File: config.mk
export PLATFORM = sky130hd
export DESIGN_NAME = tmr4_unit
export DESIGN_NICKNAME = d
export VERILOG_FILES = /design/src/rtl/tmr4_pkg.sv /design/src/rtl/tmr4_prescale.sv /design/src/rtl/tmr4_channel.sv /design/src/rtl/tmr4_irq.sv /design/src/rtl/tmr4_unit.sv
export SDC_FILE = /design/constraint.sdc
export NUM_CORES = 1
export LEC_CHECK = 0
export BUFFER_PORTS_ARGS = -buffer_cell sky130_fd_sc_hd__buf_2
export CAP_MARGIN = 20
export CORE_ASPECT_RATIO = 1.75
export CORE_MARGIN = 8
export CORE_UTILIZATION = 45
export DETAILED_ROUTE_END_ITERATION = 8
export MAX_ROUTING_LAYER = met4
export PLACE_DENSITY = 0.68
export SLEW_MARGIN = 20
export SYNTH_ARGS = -nofsm -noshare
export SYNTH_HDL_FRONTEND = slang
export SYNTH_SLANG_ARGS = --single-unit
File: constraint.sdc
create_clock -name clk -period 3.84 [get_ports clk]
set_input_delay 0.192 -clock clk [delete_from_list [all_inputs] [get_ports clk]]
set_output_delay 0.192 -clock clk [all_outputs]
set_load 0.02 [all_outputs]
File: src/rtl/tmr4_pkg.sv
package tmr4_pkg;

  localparam int CNT_W    = 32;
  localparam int NARROW_W = 16;
  localparam int CTRL_W   = 8;
  localparam int PSC_W    = 8;

  // control byte bit positions
  localparam int CB_RUN    = 7;
  localparam int CB_REPEAT = 6;
  localparam int CB_DIV_HI = 3;
  localparam int CB_DIV_LO = 2;
  localparam int CB_WIDE   = 1;
  localparam int CB_SINGLE = 0;

  typedef enum logic [1:0] {
    DIV_BY_1   = 2'b00,
    DIV_BY_16  = 2'b01,
    DIV_BY_256 = 2'b10,
    DIV_SPARE  = 2'b11
  } div_sel_e;

  // true on the clock where the divider hands out a count tick
  function automatic logic div_due(input div_sel_e sel, input logic [PSC_W-1:0] cnt);
    case (sel)
      DIV_BY_1:  return 1'b1;
      DIV_BY_16: return cnt[3:0] == 4'hF;
      default:   return cnt == {PSC_W{1'b1}};
    endcase
  endfunction

  // value the counter takes on a tick, from its width-masked current value
  function automatic logic [CNT_W-1:0] next_count(
    input logic [CNT_W-1:0] eff,
    input logic [CNT_W-1:0] wmask,
    input logic [CNT_W-1:0] reload,
    input logic             single,
    input logic             repeat_on
  );
    if (eff != '0)     return eff - 1'b1;
    else if (single)   return eff;
    else if (repeat_on) return reload & wmask;
    else               return wmask;
  endfunction

endpackage

File: src/rtl/tmr4_prescale.sv
module tmr4_prescale
  import tmr4_pkg::*;
#(
  parameter int PW = PSC_W
) (
  input  logic       clk,
  input  logic       rst_n,
  input  logic       run,
  input  logic       restart,
  input  logic [1:0] sel,
  output logic       tick
);
  logic [PW-1:0] pcnt_q;

  always_ff @(posedge clk or negedge rst_n) begin
    if (!rst_n)                pcnt_q <= '0;
    else if (!run || restart)  pcnt_q <= '0;
    else                       pcnt_q <= pcnt_q + 1'b1;
  end

  assign tick = run && div_due(div_sel_e'(sel), pcnt_q);

endmodule

File: src/rtl/tmr4_channel.sv
module tmr4_channel
  import tmr4_pkg::*;
#(
  parameter int CW = CNT_W,
  parameter int NW = NARROW_W
) (
  input  logic          clk,
  input  logic          rst_n,
  input  logic          wr_start,
  input  logic          wr_reload,
  input  logic          wr_ctrl,
  input  logic [CW-1:0] wdata,
  output logic [CW-1:0] rd_start,
  output logic [CW-1:0] rd_count,
  output logic [CTRL_W-1:0] rd_ctrl,
  output logic [CW-1:0] rd_reload,
  output logic          event_o
);
  localparam logic [CW-1:0] NARROW_MASK = {{(CW-NW){1'b0}}, {NW{1'b1}}};
  localparam logic [CW-1:0] ONE         = {{(CW-1){1'b0}}, 1'b1};

  logic [CW-1:0]     start_q, reload_q, cnt_q;
  logic [CTRL_W-1:0] ctrl_q;

  logic          run, wide, single, repeat_on, tick, cur_zero;
  logic [1:0]    sel;
  logic [CW-1:0] wmask, eff;

  assign run       = ctrl_q[CB_RUN];
  assign repeat_on = ctrl_q[CB_REPEAT];
  assign sel       = ctrl_q[CB_DIV_HI:CB_DIV_LO];
  assign wide      = ctrl_q[CB_WIDE];
  assign single    = ctrl_q[CB_SINGLE];
  assign wmask     = wide ? '1 : NARROW_MASK;
  assign eff       = cnt_q & wmask;
  assign cur_zero  = (eff == '0);

  tmr4_prescale u_psc (
    .clk     (clk),
    .rst_n   (rst_n),
    .run     (run),
    .restart (wr_ctrl),
    .sel     (sel),
    .tick    (tick)
  );

  // named event: the 1 -> 0 step, cancelled by a start write
  assign event_o = tick && (eff == ONE) && !wr_start;

  always_ff @(posedge clk or negedge rst_n) begin
    if (!rst_n) begin
      start_q  <= '0;
      reload_q <= '0;
      cnt_q    <= '0;
      ctrl_q   <= '0;
    end else begin
      if (wr_start) begin
        start_q  <= wdata;
        reload_q <= wdata;
        cnt_q    <= wdata;
      end else begin
        if (tick)      cnt_q    <= next_count(eff, wmask, reload_q, single, repeat_on);
        if (wr_reload) reload_q <= wdata;
      end
      if (wr_ctrl) ctrl_q <= wdata[CTRL_W-1:0];
    end
  end

  assign rd_start  = start_q;
  assign rd_count  = eff;
  assign rd_ctrl   = ctrl_q;
  assign rd_reload = reload_q;

  // a tick on a nonzero count lowers it by exactly one
  p_step_down_r4: assert property (@(posedge clk) disable iff (!rst_n)
    (tick && !wr_start && !wr_ctrl && !cur_zero) |=> (rd_count == $past(eff) - 1'b1));

  // a one-shot channel sitting at zero stays at zero
  p_oneshot_hold_r6: assert property (@(posedge clk) disable iff (!rst_n)
    (run && single && cur_zero && !wr_start && !wr_ctrl) |=> (rd_count == '0));

endmodule

File: src/rtl/tmr4_irq.sv
module tmr4_irq #(
  parameter int N = 4
) (
  input  logic         clk,
  input  logic         rst_n,
  input  logic [N-1:0] ev,
  input  logic         mask_wr,
  input  logic         clr_wr,
  input  logic [N-1:0] wbits,
  output logic [N-1:0] mask_q,
  output logic [N-1:0] raw_q,
  output logic [N-1:0] masked,
  output logic         irq
);
  logic [N-1:0] clr_bits;

  assign clr_bits = clr_wr ? wbits : '0;

  always_ff @(posedge clk or negedge rst_n) begin
    if (!rst_n) begin
      mask_q <= '0;
      raw_q  <= '0;
    end else begin
      raw_q <= (raw_q & ~clr_bits) | ev;
      if (mask_wr) mask_q <= wbits;
    end
  end

  assign masked = raw_q & mask_q;
  assign irq    = |masked;

  // every channel event leaves its pending bit set
  p_event_sets_raw_r5: assert property (@(posedge clk) disable iff (!rst_n)
    (ev != '0) |=> ((raw_q & $past(ev)) == $past(ev)));

  // a clear without a coinciding event empties the bit
  p_clear_empties_r10: assert property (@(posedge clk) disable iff (!rst_n)
    clr_wr |=> ((raw_q & $past(wbits & ~ev)) == '0));

endmodule

File: src/rtl/tmr4_unit.sv
module tmr4_unit
  import tmr4_pkg::*;
#(
  parameter int NUM_CH = 4,
  parameter int CW     = CNT_W,
  parameter int ADDR_W = 8
) (
  input  logic              clk,
  input  logic              rst_n,
  input  logic              reg_wr,
  input  logic [ADDR_W-1:0] reg_addr,
  input  logic [CW-1:0]     reg_wdata,
  output logic [CW-1:0]     reg_rdata,
  output logic              irq
);
  localparam int WORD_W  = ADDR_W - 2;
  localparam int CH_BASE = 4;   // first channel word (byte 0x10)
  localparam int CH_SPAN = 4;   // words per channel

  localparam logic [WORD_W-1:0] W_MASK  = WORD_W'(0);
  localparam logic [WORD_W-1:0] W_RAW   = WORD_W'(1);
  localparam logic [WORD_W-1:0] W_MSKD  = WORD_W'(2);
  localparam logic [WORD_W-1:0] W_CLEAR = WORD_W'(3);

  logic              aligned, wr_ok;
  logic [WORD_W-1:0] word;

  assign aligned = (reg_addr[1:0] == 2'b00);
  assign word    = reg_addr[ADDR_W-1:2];
  assign wr_ok   = reg_wr && aligned;

  logic [NUM_CH-1:0] ch_event, mask_q, raw_q, masked;
  logic [CW-1:0]     rd_start  [NUM_CH];
  logic [CW-1:0]     rd_count  [NUM_CH];
  logic [CW-1:0]     rd_reload [NUM_CH];
  logic [CTRL_W-1:0] rd_ctrl   [NUM_CH];

  for (genvar i = 0; i < NUM_CH; i++) begin : g_ch
    localparam logic [WORD_W-1:0] BASE = WORD_W'(CH_BASE + CH_SPAN * i);
    tmr4_channel #(.CW(CW)) u_ch (
      .clk       (clk),
      .rst_n     (rst_n),
      .wr_start  (wr_ok && word == BASE),
      .wr_reload (wr_ok && word == BASE + WORD_W'(3)),
      .wr_ctrl   (wr_ok && word == BASE + WORD_W'(2)),
      .wdata     (reg_wdata),
      .rd_start  (rd_start[i]),
      .rd_count  (rd_count[i]),
      .rd_ctrl   (rd_ctrl[i]),
      .rd_reload (rd_reload[i]),
      .event_o   (ch_event[i])
    );
  end

  tmr4_irq #(.N(NUM_CH)) u_irq (
    .clk     (clk),
    .rst_n   (rst_n),
    .ev      (ch_event),
    .mask_wr (wr_ok && word == W_MASK),
    .clr_wr  (wr_ok && word == W_CLEAR),
    .wbits   (reg_wdata[NUM_CH-1:0]),
    .mask_q  (mask_q),
    .raw_q   (raw_q),
    .masked  (masked),
    .irq     (irq)
  );

  always_comb begin
    reg_rdata = '0;
    if (aligned) begin
      if (word == W_MASK) reg_rdata = {{(CW-NUM_CH){1'b0}}, mask_q};
      if (word == W_RAW)  reg_rdata = {{(CW-NUM_CH){1'b0}}, raw_q};
      if (word == W_MSKD) reg_rdata = {{(CW-NUM_CH){1'b0}}, masked};
      for (int i = 0; i < NUM_CH; i++) begin
        if (word == WORD_W'(CH_BASE + CH_SPAN * i))     reg_rdata = rd_start[i];
        if (word == WORD_W'(CH_BASE + CH_SPAN * i + 1)) reg_rdata = rd_count[i];
        if (word == WORD_W'(CH_BASE + CH_SPAN * i + 2)) reg_rdata = {{(CW-CTRL_W){1'b0}}, rd_ctrl[i]};
        if (word == WORD_W'(CH_BASE + CH_SPAN * i + 3)) reg_rdata = rd_reload[i];
      end
    end
  end

endmodule

# After elaboration in Yosys (flattened, before gate mapping)
# Cells that the tools add are included.
dict set report totals {
  input_bits 43
  ff_bits 456
}
dict set report classes {
  muxes 61
  n_reduce_logical 58
  n_addsub 8
  eq_ne 35
  bitwise_logic 12
}
# operator count
set ops {}
lappend ops {{2-to-1 mux 32 bit} 51}
lappend ops {{AND 32 bit} 8}
lappend ops {{== test 32 x 1 -> 1 bit, second input constant} 4}
lappend ops {{nonzero test 32 bit} 4}
lappend ops {{subtractor 32 x 1 -> 32 bit, second input constant} 4}
lappend ops {{== test 6 x 4 -> 1 bit, second input constant} 8}
lappend ops {{adder 8 x 1 -> 8 bit, second input constant} 4}
lappend ops {{== test 8 bit, second input constant} 4}
lappend ops {{2-to-1 mux 8 bit} 4}
lappend ops {{logical AND 1 bit} 27}
lappend ops {{== test 6 x 3 -> 1 bit, second input constant} 4}
lappend ops {{== test 6 x 5 -> 1 bit, second input constant} 4}
lappend ops {{== test 4 bit, second input constant} 4}
lappend ops {{nonzero test 2 bit} 8}
lappend ops {{== test 6 x 2 -> 1 bit, second input constant} 2}
lappend ops {{logical NOT 2 bit} 5}
lappend ops {{AND 4 bit} 2}
lappend ops {{== test 2 x 1 -> 1 bit, second input constant} 4}
lappend ops {{logical NOT 1 bit} 8}
lappend ops {{2-to-1 mux 4 bit} 2}
lappend ops {{case mux 1 bit (2 select lines)} 4}
lappend ops {{== test 6 x 1 -> 1 bit, second input constant} 1}
lappend ops {{logical NOT 6 bit} 1}
lappend ops {{logical OR 1 bit} 4}
lappend ops {{other kinds (3)} 3}

# Longest topological paths before layout
# Gate-level depths: netlist (run 1).
dict set report depth {
  depth_word 21
  mapped_depth 10
  ltp_nobuf 8
}

# Cells and area by module
# Synthesis (run 1) repeated with hierarchy kept, for this count alone.
dict set report hier_totals {
  hier_cells 3099
  hier_area_um2 28433.5
}
# module seq_area_each_um2 cells_per_inst n_inst area_each_um2
set by_module_without_submodules {}
lappend by_module_without_submodules {{tmr4_channel at g_ch[0].u_ch ...} 2602.5 563 2 5642.9}
lappend by_module_without_submodules {{tmr4_channel at g_ch[2].u_ch ...} 2602.5 584 2 5625.4}
lappend by_module_without_submodules {tmr4_unit 0.0 628 1 4086.4}
lappend by_module_without_submodules {tmr4_prescale 200.2 38 4 370.4}
lappend by_module_without_submodules {tmr4_irq 200.2 25 1 329.1}

# Worst setup path before layout (run 1)
# Ideal clock, no wire load.
dict set report synth_path {
  path_kind {input -> output}
  from {input reg_addr[7]}
  to {output reg_rdata[16]}
  t_arrival_ns 2.604
  slack_ns 1.044
  cell_stages 9
  n_path_buf 3
  cell_sequence {clkbuf_1 or4_1 clkbuf_1 nor2_1 clkbuf_1 a22oi_1 nand3_1 a21oi_1 o41ai_1}
}
dict set report synth_between {
  elab_chain_len 19
}
# item line_no
set synth_lines {}
lappend synth_lines {{from (decl)} tmr4_unit.sv:11} ;# input logic [ADDR_W-1:0] reg_addr,
lappend synth_lines {{== test 6 x 2 -> 1 bit} tmr4_unit.sv:73} ;# if (word == W_MSKD) reg_rdata = {{(CW-NUM_CH){1'b0}}, masked};
lappend synth_lines {{2-to-1 mux 32 bit} tmr4_unit.sv:73}
lappend synth_lines {{2-to-1 mux 32 bit} tmr4_unit.sv:75} ;# if (word == WORD_W'(CH_BASE + CH_SPAN * i)) reg_rdata = rd_start[i];
lappend synth_lines {{2-to-1 mux 32 bit} tmr4_unit.sv:76} ;# if (word == WORD_W'(CH_BASE + CH_SPAN * i + 1)) reg_rdata = rd_count[i];
lappend synth_lines {{2-to-1 mux 32 bit} tmr4_unit.sv:77} ;# if (word == WORD_W'(CH_BASE + CH_SPAN * i + 2)) reg_rdata = {{(CW-CTRL_W){1'b0}}, rd_ctrl[i]};
lappend synth_lines {{2-to-1 mux 32 bit} tmr4_unit.sv:78} ;# if (word == WORD_W'(CH_BASE + CH_SPAN * i + 3)) reg_rdata = rd_reload[i];
lappend synth_lines {{2-to-1 mux 32 bit} tmr4_unit.sv:75}
lappend synth_lines {{2-to-1 mux 32 bit} tmr4_unit.sv:76}
lappend synth_lines {{[... 3 more ...]} --}
lappend synth_lines {{2-to-1 mux 32 bit} tmr4_unit.sv:76}
lappend synth_lines {{2-to-1 mux 32 bit} tmr4_unit.sv:77}
lappend synth_lines {{2-to-1 mux 32 bit} tmr4_unit.sv:78}
lappend synth_lines {{2-to-1 mux 32 bit} tmr4_unit.sv:75}
lappend synth_lines {{2-to-1 mux 32 bit} tmr4_unit.sv:76}
lappend synth_lines {{2-to-1 mux 32 bit} tmr4_unit.sv:77}
lappend synth_lines {{2-to-1 mux 32 bit *} tmr4_unit.sv:78}
lappend synth_lines {{2-to-1 mux 32 bit *} tmr4_unit.sv:70} ;# if (aligned) begin
lappend synth_lines {{to (decl)} tmr4_unit.sv:13} ;# output logic [CW-1:0] reg_rdata,
# Every way passes the cells marked *; elsewhere a longest branch is shown, timed or not.

# Worst setup path after layout (run 1)
dict set report layout_path {
  from {input reg_addr[4]}
  to {output reg_rdata[1]}
}
dict set report layout_between {
  elab_chain_len 21
}
# item line_no
set layout_lines {}
lappend layout_lines {{logical NOT 6 bit} tmr4_unit.sv:71} ;# if (word == W_MASK) reg_rdata = {{(CW-NUM_CH){1'b0}}, mask_q};
lappend layout_lines {{2-to-1 mux 4 bit} tmr4_unit.sv:71}
lappend layout_lines {{2-to-1 mux 32 bit} tmr4_unit.sv:72} ;# if (word == W_RAW) reg_rdata = {{(CW-NUM_CH){1'b0}}, raw_q};
lappend layout_lines {{2-to-1 mux 32 bit} tmr4_unit.sv:73}
lappend layout_lines {{2-to-1 mux 32 bit} tmr4_unit.sv:75}
lappend layout_lines {{2-to-1 mux 32 bit} tmr4_unit.sv:76}
lappend layout_lines {{2-to-1 mux 32 bit} tmr4_unit.sv:77}
lappend layout_lines {{2-to-1 mux 32 bit} tmr4_unit.sv:78}
lappend layout_lines {{[... 5 more ...]} --}
lappend layout_lines {{2-to-1 mux 32 bit} tmr4_unit.sv:76}
lappend layout_lines {{2-to-1 mux 32 bit} tmr4_unit.sv:77}
lappend layout_lines {{2-to-1 mux 32 bit} tmr4_unit.sv:78}
lappend layout_lines {{2-to-1 mux 32 bit} tmr4_unit.sv:75}
lappend layout_lines {{2-to-1 mux 32 bit} tmr4_unit.sv:76}
lappend layout_lines {{2-to-1 mux 32 bit} tmr4_unit.sv:77}
lappend layout_lines {{2-to-1 mux 32 bit *} tmr4_unit.sv:78}
lappend layout_lines {{2-to-1 mux 32 bit *} tmr4_unit.sv:70}
# Marks and branches as above.

==> results of run 1 <==
==> layout by cell type (no fill, tap or decap), types with 35 or more instances in the layout <==
cell type  count
a21oi_1      133
a221oi_1      41
a22oi_1       52
a31oi_1       64
buf_2         75
buf_4        143
clkbuf_16     49
dfrtp_1      456
mux2_2       158
nand2_1      596
nand3_1       75
nor2_1       222
nor3_1        64
nor4_1        37
o211ai_1      35
o21ai_0      226
o221ai_1      38
o22ai_1       51
xnor2_1       35
==> layer usage <==
metal  track usage  vias to the layer above  wire (µm)
met5             -                        -          0
met4         0.200                        0       7760
met3        0.0387                      369       6910
met2         0.550                     1316      56400
met1         0.371                    13206      41900
li1              -                    11776          -
==> registers in the layout, indices dropped and copies added (netlist names) <==
signal and flops:
u_irq.mask_q 4, g_ch.u_ch.rd_reload 128, g_ch.u_ch.cnt_q 128, u_irq.raw_q 4
g_ch.u_ch.u_psc.pcnt_q 32, g_ch.u_ch.rd_ctrl 32, g_ch.u_ch.rd_start 128
==> cells in the mapped netlist (all sizes together), types with 10 or more instances <==
cell     number  area share
inv          33      0.0045
nor2b        23      0.0053
buf          51       0.010
a2111oi      17      0.0054
a21boi       12      0.0033
o221ai       38       0.012
and2         24      0.0055
xor2         31      0.0099
or4          31      0.0085
xnor2        35       0.011
clkbuf      214       0.030
dfrtp       456        0.42
a211oi       31      0.0085
a221oi       42       0.014
mux2i        34       0.012
nor3         77       0.015
a31oi        64       0.015
o21ai       248       0.046
o211ai       35      0.0096
nand2b       18      0.0041
o2111ai      10      0.0032
nor2        228       0.031
o31ai        25      0.0069
o22ai        52       0.012
a22o         10      0.0032
or2          11      0.0025
nand3        79       0.014
a21oi       134       0.025
nand4        25      0.0057
a211o        28      0.0090
mux2        158       0.065
nor4         41       0.011
ha           13      0.0059
nand2       596       0.082
o21a         24      0.0066
nor4b        11      0.0040
a22oi        52       0.014
nor3b        10      0.0029
and3         18      0.0041
or3          19      0.0043
o41ai        13      0.0048
==> logic make-up (layout without fill, tap and decap cells) <==
kind of cell / Yosys count / after routing / synth area share
muxes: 192 / 192 / 0.0775
and+or+nand+nor: 1229 / 1229 / 0.206
DFF: 456 / 456 / 0.417
xor gates and xnor gates: 66 / 66 / 0.0211
AOI/OAI and AO/OA: 921 / 921 / 0.227
adders and majority gates: 13 / 13 / 0.00595
buffers and inverters: 303 / 379 / 0.0449
==> timing repair <==
action	in CTS	in global routing
hold buffers	27	0
endpoints found under the hold margin	200	0
resized for setup	0	0
==> worst min-delay path by stage <==
stage               cells past startpoint                   endpoint  slack (ns)
floorplan                               0      g_ch[0].u_ch.cnt_q[0]       -0.10
global placement                        1  g_ch[3].u_ch.rd_start[29]        0.31
detailed placement                      1  g_ch[3].u_ch.rd_start[29]        0.31
CTS                                     3  g_ch[0].u_ch.rd_start[30]       0.007
global route                            3  g_ch[0].u_ch.rd_start[30]        0.03
finish                                  3  g_ch[0].u_ch.rd_start[30]        0.04
==> layout make-up <==
| class | instances | share of cell area |
|---|---|---|
| Tap cell | 786 | 0.0318 |
| Inverter | 38 | 0.00462 |
| Sequential cell | 456 | 0.369 |
| Multi-Input combinational cell | 2421 | 0.482 |
| Clock buffer | 64 | 0.0435 |
| Timing Repair Buffer | 256 | 0.0626 |
| Clock inverter | 21 | 0.00628 |
==> tightest hold or removal path, cell delays in order <==
cell and delay [ns]:
buf_2 0.23, nand2_1 0.11, nand2_1 0.05
==> power groups by stage <==
stage               Sequential [mW]  Combinational, mW  Clock [mW]
finish                         6.43               2.98        4.76
global route                   6.52               3.25        4.99
CTS                            6.38               2.92        4.83
detailed placement             6.46               2.89           0
global placement               6.43               2.82           0
floorplan                      5.98               2.14           0
==> run_results.csv, run 1 <==
group,metric,value,unit
power_and_ir_drop,power_density,459,nW/µm²
clocking,numCtsBuffers,47,
drt,vias_per_cell,6.60,
timing,fin_crit_sh,0.887,
timing,skew,0.0198,ns
critical_path,critPathLaunchType,"input pin",
grt,grt_antenna_before_repair,0,
grt,grt_pass1_vias,26460,
synth,ys_seq_area_frac,0.417,
clocking,cts_root_buffer,"clkbuf_16",
drt,drtPass1Iterations,6,
placed_design,numPortBuffers,75,
drt,drtIter0Drc,2478,
timing,drv_slew,0,
timing,max_slew_margin,0.291,
critical_path,critPathTopFamily,"compound AO/OA/AOI/OAI gates",
critical_path,r2r_setup_slack,0.57,ns
placed_design,place_inst,3929,
critical_path,worst-path-max-fanout,21,
grt,overflow,0,
finish,final_util,0.513,
critical_path,critPathMaxStageDelay,0.89,ns
synth,ys_warn_count,0,
finish,multi_input_area,14900,µm²
critical_path,cp.depth,7,
critical_path,crit_path_top_delay_cell,"a2111oi_0",
clocking,postCtsSetupBuffers,0,
finish,final_nets,3276,
synth,synth-edff-count,0,
synth,ys_types,88,
placed_design,placed_area,29100,µm²
floorplanning,die_w,202,µm
critical_path,r2r-end,"g_ch[3].u_ch.cnt_q[29]",
clocking,cts.sinks,456,
grt,grt_pass1_wl,170,mm
critical_path,cp-endpoint,"reg_rdata[1]",
drt,wl_per_cell,27.9,µm
status,outcome,"finished clean",
power_and_ir_drop,clkPwrFrac,0.336,
power_and_ir_drop,comb_power_share,0.210,
timing,fmax,293,MHz
timing,fin_ws,0.432,ns
finish,n_antenna_cell,0,
run,cap_viol_max_count,0,
critical_path,end_kind,"primary output",
power_and_ir_drop,total_power,14.2,mW
placed_design,dp_hpwl,83.5,mm
synth,async_flop_share,1.00,
placed_design,gp_congestion,1.07,
synth,synth.cell_area,27400,µm²
floorplanning,rows,119,
critical_path,crit-reg2reg-launch,"g_ch[3].u_ch.cnt_q[18]",
timing,hold_ws,0.0357,ns
power_and_ir_drop,swShare,0.348,
placed_design,place_worst_setup_slack,0.641,ns
synth,synthFlopType,"dfrtp_1",
hold_path,min_path_type,"in -> reg",
grt,track_usage,0.327,
finish,fin_area,30900,µm²
critical_path,crit_path_start,"reg_addr[4]",
synth,syn-num-nets,3236,
hold_path,min_from,"reg_wdata[30]",
clocking,path_clk_slew,0.06,ns
critical_path,worstPathRequired,3.65,ns
finish,area_delta_synth_final,12.9,%
timing,tightestPinTransition,1.04,ns
clocking,worstSkewPairLatency,0.60,ns
timing,finalHoldViolations,0,
floorplanning,floorplan.initialDensity,0.455,
critical_path,r2r_cells,7,
power_and_ir_drop,leakage,13.4,nW
timing,finalCriticalPeriod,3.41,ns
drt,vias,26667,
floorplanning,coreArea,60200,µm²
critical_path,critPathKind,"in -> out",
critical_path,crit_chain,"buf_2 -> or4b_1 -> o21ai_0 -> a221o_1 -> a2111oi_0 -> o22ai_1 -> buf_2",
power_and_ir_drop,switchingPower,4.93,mW
finish,instances_no_fill,4042,
clocking,cts_tree,"yes",
timing,finalSetupViolCount,0,
grt,grt_start_max_net_pins,97,
critical_path,critPathArrivalTime,3.22,ns
finish,layout-drive-gt1-share,0.161,
synth,ys_ff_latch,456,
timing,rsz0062_at_grt,"no",
timing,setup_tns,0,ns
power_and_ir_drop,seq_power_share,0.454,
finish,fill_cells,5699,
finish,ff_latch_area,11400,µm²
power_and_ir_drop,power.internal,9.24,mW
drt,postRouteAntennaNets,0,
synth,synthCells,3180,
power_and_ir_drop,peakVddDrop,0.000367,V
drt,drt-total-wl,113,mm
floorplanning,die_h,342,µm
critical_path,critPathBufInv,2,
clocking,cts_htree_levels,2,
synth,syn_area_per_cell,8.60,µm²
clocking,clockBufferDepth,3,
critical_path,path_common_cell,"buf_2",
drt,route.detailed.drc,0,
floorplanning,dieArea,69200,µm²
floorplanning,io_pins,76,
(Power assumes the default switching activity.)
==> run 2: changes to the inputs <==
--- a/config.mk
+++ b/config.mk
@@ -7,7 +7,7 @@
 export LEC_CHECK = 0
 export BUFFER_PORTS_ARGS = -buffer_cell sky130_fd_sc_hd__buf_2
 export CAP_MARGIN = 20
-export CORE_ASPECT_RATIO = 1.75
+export CORE_ASPECT_RATIO = 0.7
 export CORE_MARGIN = 8
 export CORE_UTILIZATION = 45
 export DETAILED_ROUTE_END_ITERATION = 8
==> run_results.csv, run 2 (synthesis results as in run 1) <==
group,metric,value,unit
critical_path,critPathKind,"reg -> out",
finish,area_delta_synth_final,12.6,%
timing,rsz0062_at_grt,"no",
drt,route.detailed.drc,0,
finish,layout_common_cells,"nand2_1 (596), dfrtp_1 (456), o21ai_0 (226)",
clocking,clockBufferDepth,3,
finish,final_common_cell,"nand2_1",
clocking,cts_htree_levels,2,
timing,skew,0.0203,ns
power_and_ir_drop,power.internal,9.41,mW
status,outcome,"finished clean",
finish,final_nets,3248,
floorplanning,rows,75,
clocking,post_cts_resized,0,
placed_design,placed_area,28900,µm²
clocking,worstSkewPairLatency,0.60,ns
power_and_ir_drop,clkPwrFrac,0.346,
drt,vias,27275,
placed_design,numPortBuffers,75,
grt,overflow,0,
timing,tightestPinTransition,1.19,ns
floorplanning,floorplan.initialDensity,0.456,
clocking,cts_root_buffer,"clkbuf_16",
grt,grt_pass1_wl,169,mm
finish,layout-drive-gt1-share,0.154,
timing,max_slew_margin,0.201,
floorplanning,coreArea,60000,µm²
drt,wl_per_cell,27.9,µm
timing,fin_crit_sh,0.894,
timing,finalSetupViolCount,0,
floorplanning,die_h,222,µm
timing,setup_tns,0,ns
critical_path,critPathLaunchType,"flip-flop",
drt,drtPass1Iterations,8,
drt,vias_per_cell,6.75,
power_and_ir_drop,power_density,467,nW/µm²
finish,multi_input_area,14900,µm²
drt,drtIter0Drc,3830,
power_and_ir_drop,seq_power_share,0.452,
power_and_ir_drop,peakVddDrop,0.000484,V
finish,fill_cells,5519,
critical_path,critPathArrivalTime,3.24,ns
floorplanning,dieArea,69100,µm²
finish,fin_area,30800,µm²
placed_design,dp_hpwl,82.3,mm
grt,grt_pass1_vias,25545,
critical_path,worst-path-max-fanout,11,
power_and_ir_drop,switchingPower,4.96,mW
hold_path,min_path_type,"in -> reg",
run,cap_viol_max_count,0,
floorplanning,io_pins,76,
floorplanning,die_w,311,µm
critical_path,end_kind,"primary output",
clocking,numCtsBuffers,49,
clocking,cts_tree,"yes",
grt,grt_antenna_before_repair,2,
placed_design,gp_congestion,1.04,
clocking,path_clk_slew,0.06,ns
power_and_ir_drop,leakage,13.3,nW
critical_path,worstPathRequired,3.65,ns
grt,track_usage,0.322,
clocking,cts.sinks,456,
power_and_ir_drop,swShare,0.345,
finish,ff_latch_area,11400,µm²
drt,drt-total-wl,113,mm
timing,drv_slew,0,
timing,finalCriticalPeriod,3.43,ns
grt,grt_start_max_net_pins,96,
timing,finalHoldViolations,0,
timing,fmax,291,MHz
drt,postRouteAntennaNets,0,
power_and_ir_drop,comb_power_share,0.202,
==> run 2: changes by cell type in the layout (fill, tap and decap cells not counted), sizes merged <==
| cell | delta |
|---|---|
| clkinvlp | -1 |
| diode | +2 |
| clkbuf | +9 |
| inv | -1 |
| buf | -28 |
| clkinv | -3 |
| dlygate4sd3 | -2 |
| bufinv | +1 |
==> run 2: what timing repair did <==
action | CTS | global route
setup buffers | 0 | 0
hold buffers | 25 | 0
hold endpoints to repair | 179 | 0
==> run 2: power groups by stage <==
stage,clock (mW),combinational [mW],sequential [mW]
after floorplan,0,2.14,5.98
after global placement,0,2.72,6.48
after detailed placement,0,2.77,6.52
after CTS,5.03,2.81,6.43
after global routing,5.24,3.15,6.57
final,4.98,2.90,6.50
==> run 2: area by class of cell <==
class	count	share of cell area
Antenna cell	2	0.000162
Clock buffer	73	0.0467
Clock inverter	17	0.00662
Inverter	38	0.00463
Multi-Input combinational cell	2421	0.483
Sequential cell	456	0.370
Tap cell	808	0.0328
Timing Repair Buffer	226	0.0558
==> run 2: routing by layer <==
layer  vias up  share of wire  GRT usage
li1      11726              -          -
met5         -              0          -
met1     13488           0.44      0.460
met2      1794           0.40      0.428
met3       267           0.13     0.0945
met4         0          0.038      0.110
==> run 2: through the flow <==
| step | power (mW) | util | hold slack, ns | setup slack (ns) | cells |
|---|---|---|---|---|---|
| after floorplan | 8.11 | - | -0.104 | 1.04 | 3180 |
| after global placement | 9.20 | 0.482 | 0.298 | 0.480 | 3924 |
| after detailed placement | 9.29 | 0.482 | 0.313 | 0.539 | 3924 |
| after CTS | 14.3 | 0.514 | 0.000450 | 0.453 | 4039 |
| after global routing | 15.0 | 0.514 | 0.0389 | 0.398 | 4041 |
| final | 14.4 | 0.514 | 0.0319 | 0.409 | 4041 |
==> run 2: final timing paths <==
| path | from | end | slack (ns) | cells past startpoint |
|---|---|---|---|---|
| max | g_ch[1].u_ch.rd_ctrl[1] | reg_rdata[16] | 0.41 | 6 |
| min | reg_wdata[5] | g_ch[0].u_ch.rd_start[5] | 0.03 | 3 |
| max reg2reg | g_ch[2].u_ch.cnt_q[25] | g_ch[2].u_ch.cnt_q[12] | 0.60 | 6 |
| min reg2reg | g_ch[0].u_ch.rd_start[6] | g_ch[0].u_ch.rd_start[6] | 0.48 | 2 |
| max in group asynchronous | rst_n | g_ch[0].u_ch.rd_reload[2] | 2.50 | 3 |
| min in group asynchronous | rst_n | g_ch[0].u_ch.rd_ctrl[6] | 0.23 | 2 |
==> run 2: critical path, cell delays in order (launching register included) <==
cell and delay [ns]:
dfrtp_1 0.65, and3_1 0.74, a221oi_1 0.22, nand3_1 0.14
a21oi_1 0.08, o41ai_1 0.54, buf_2 0.28
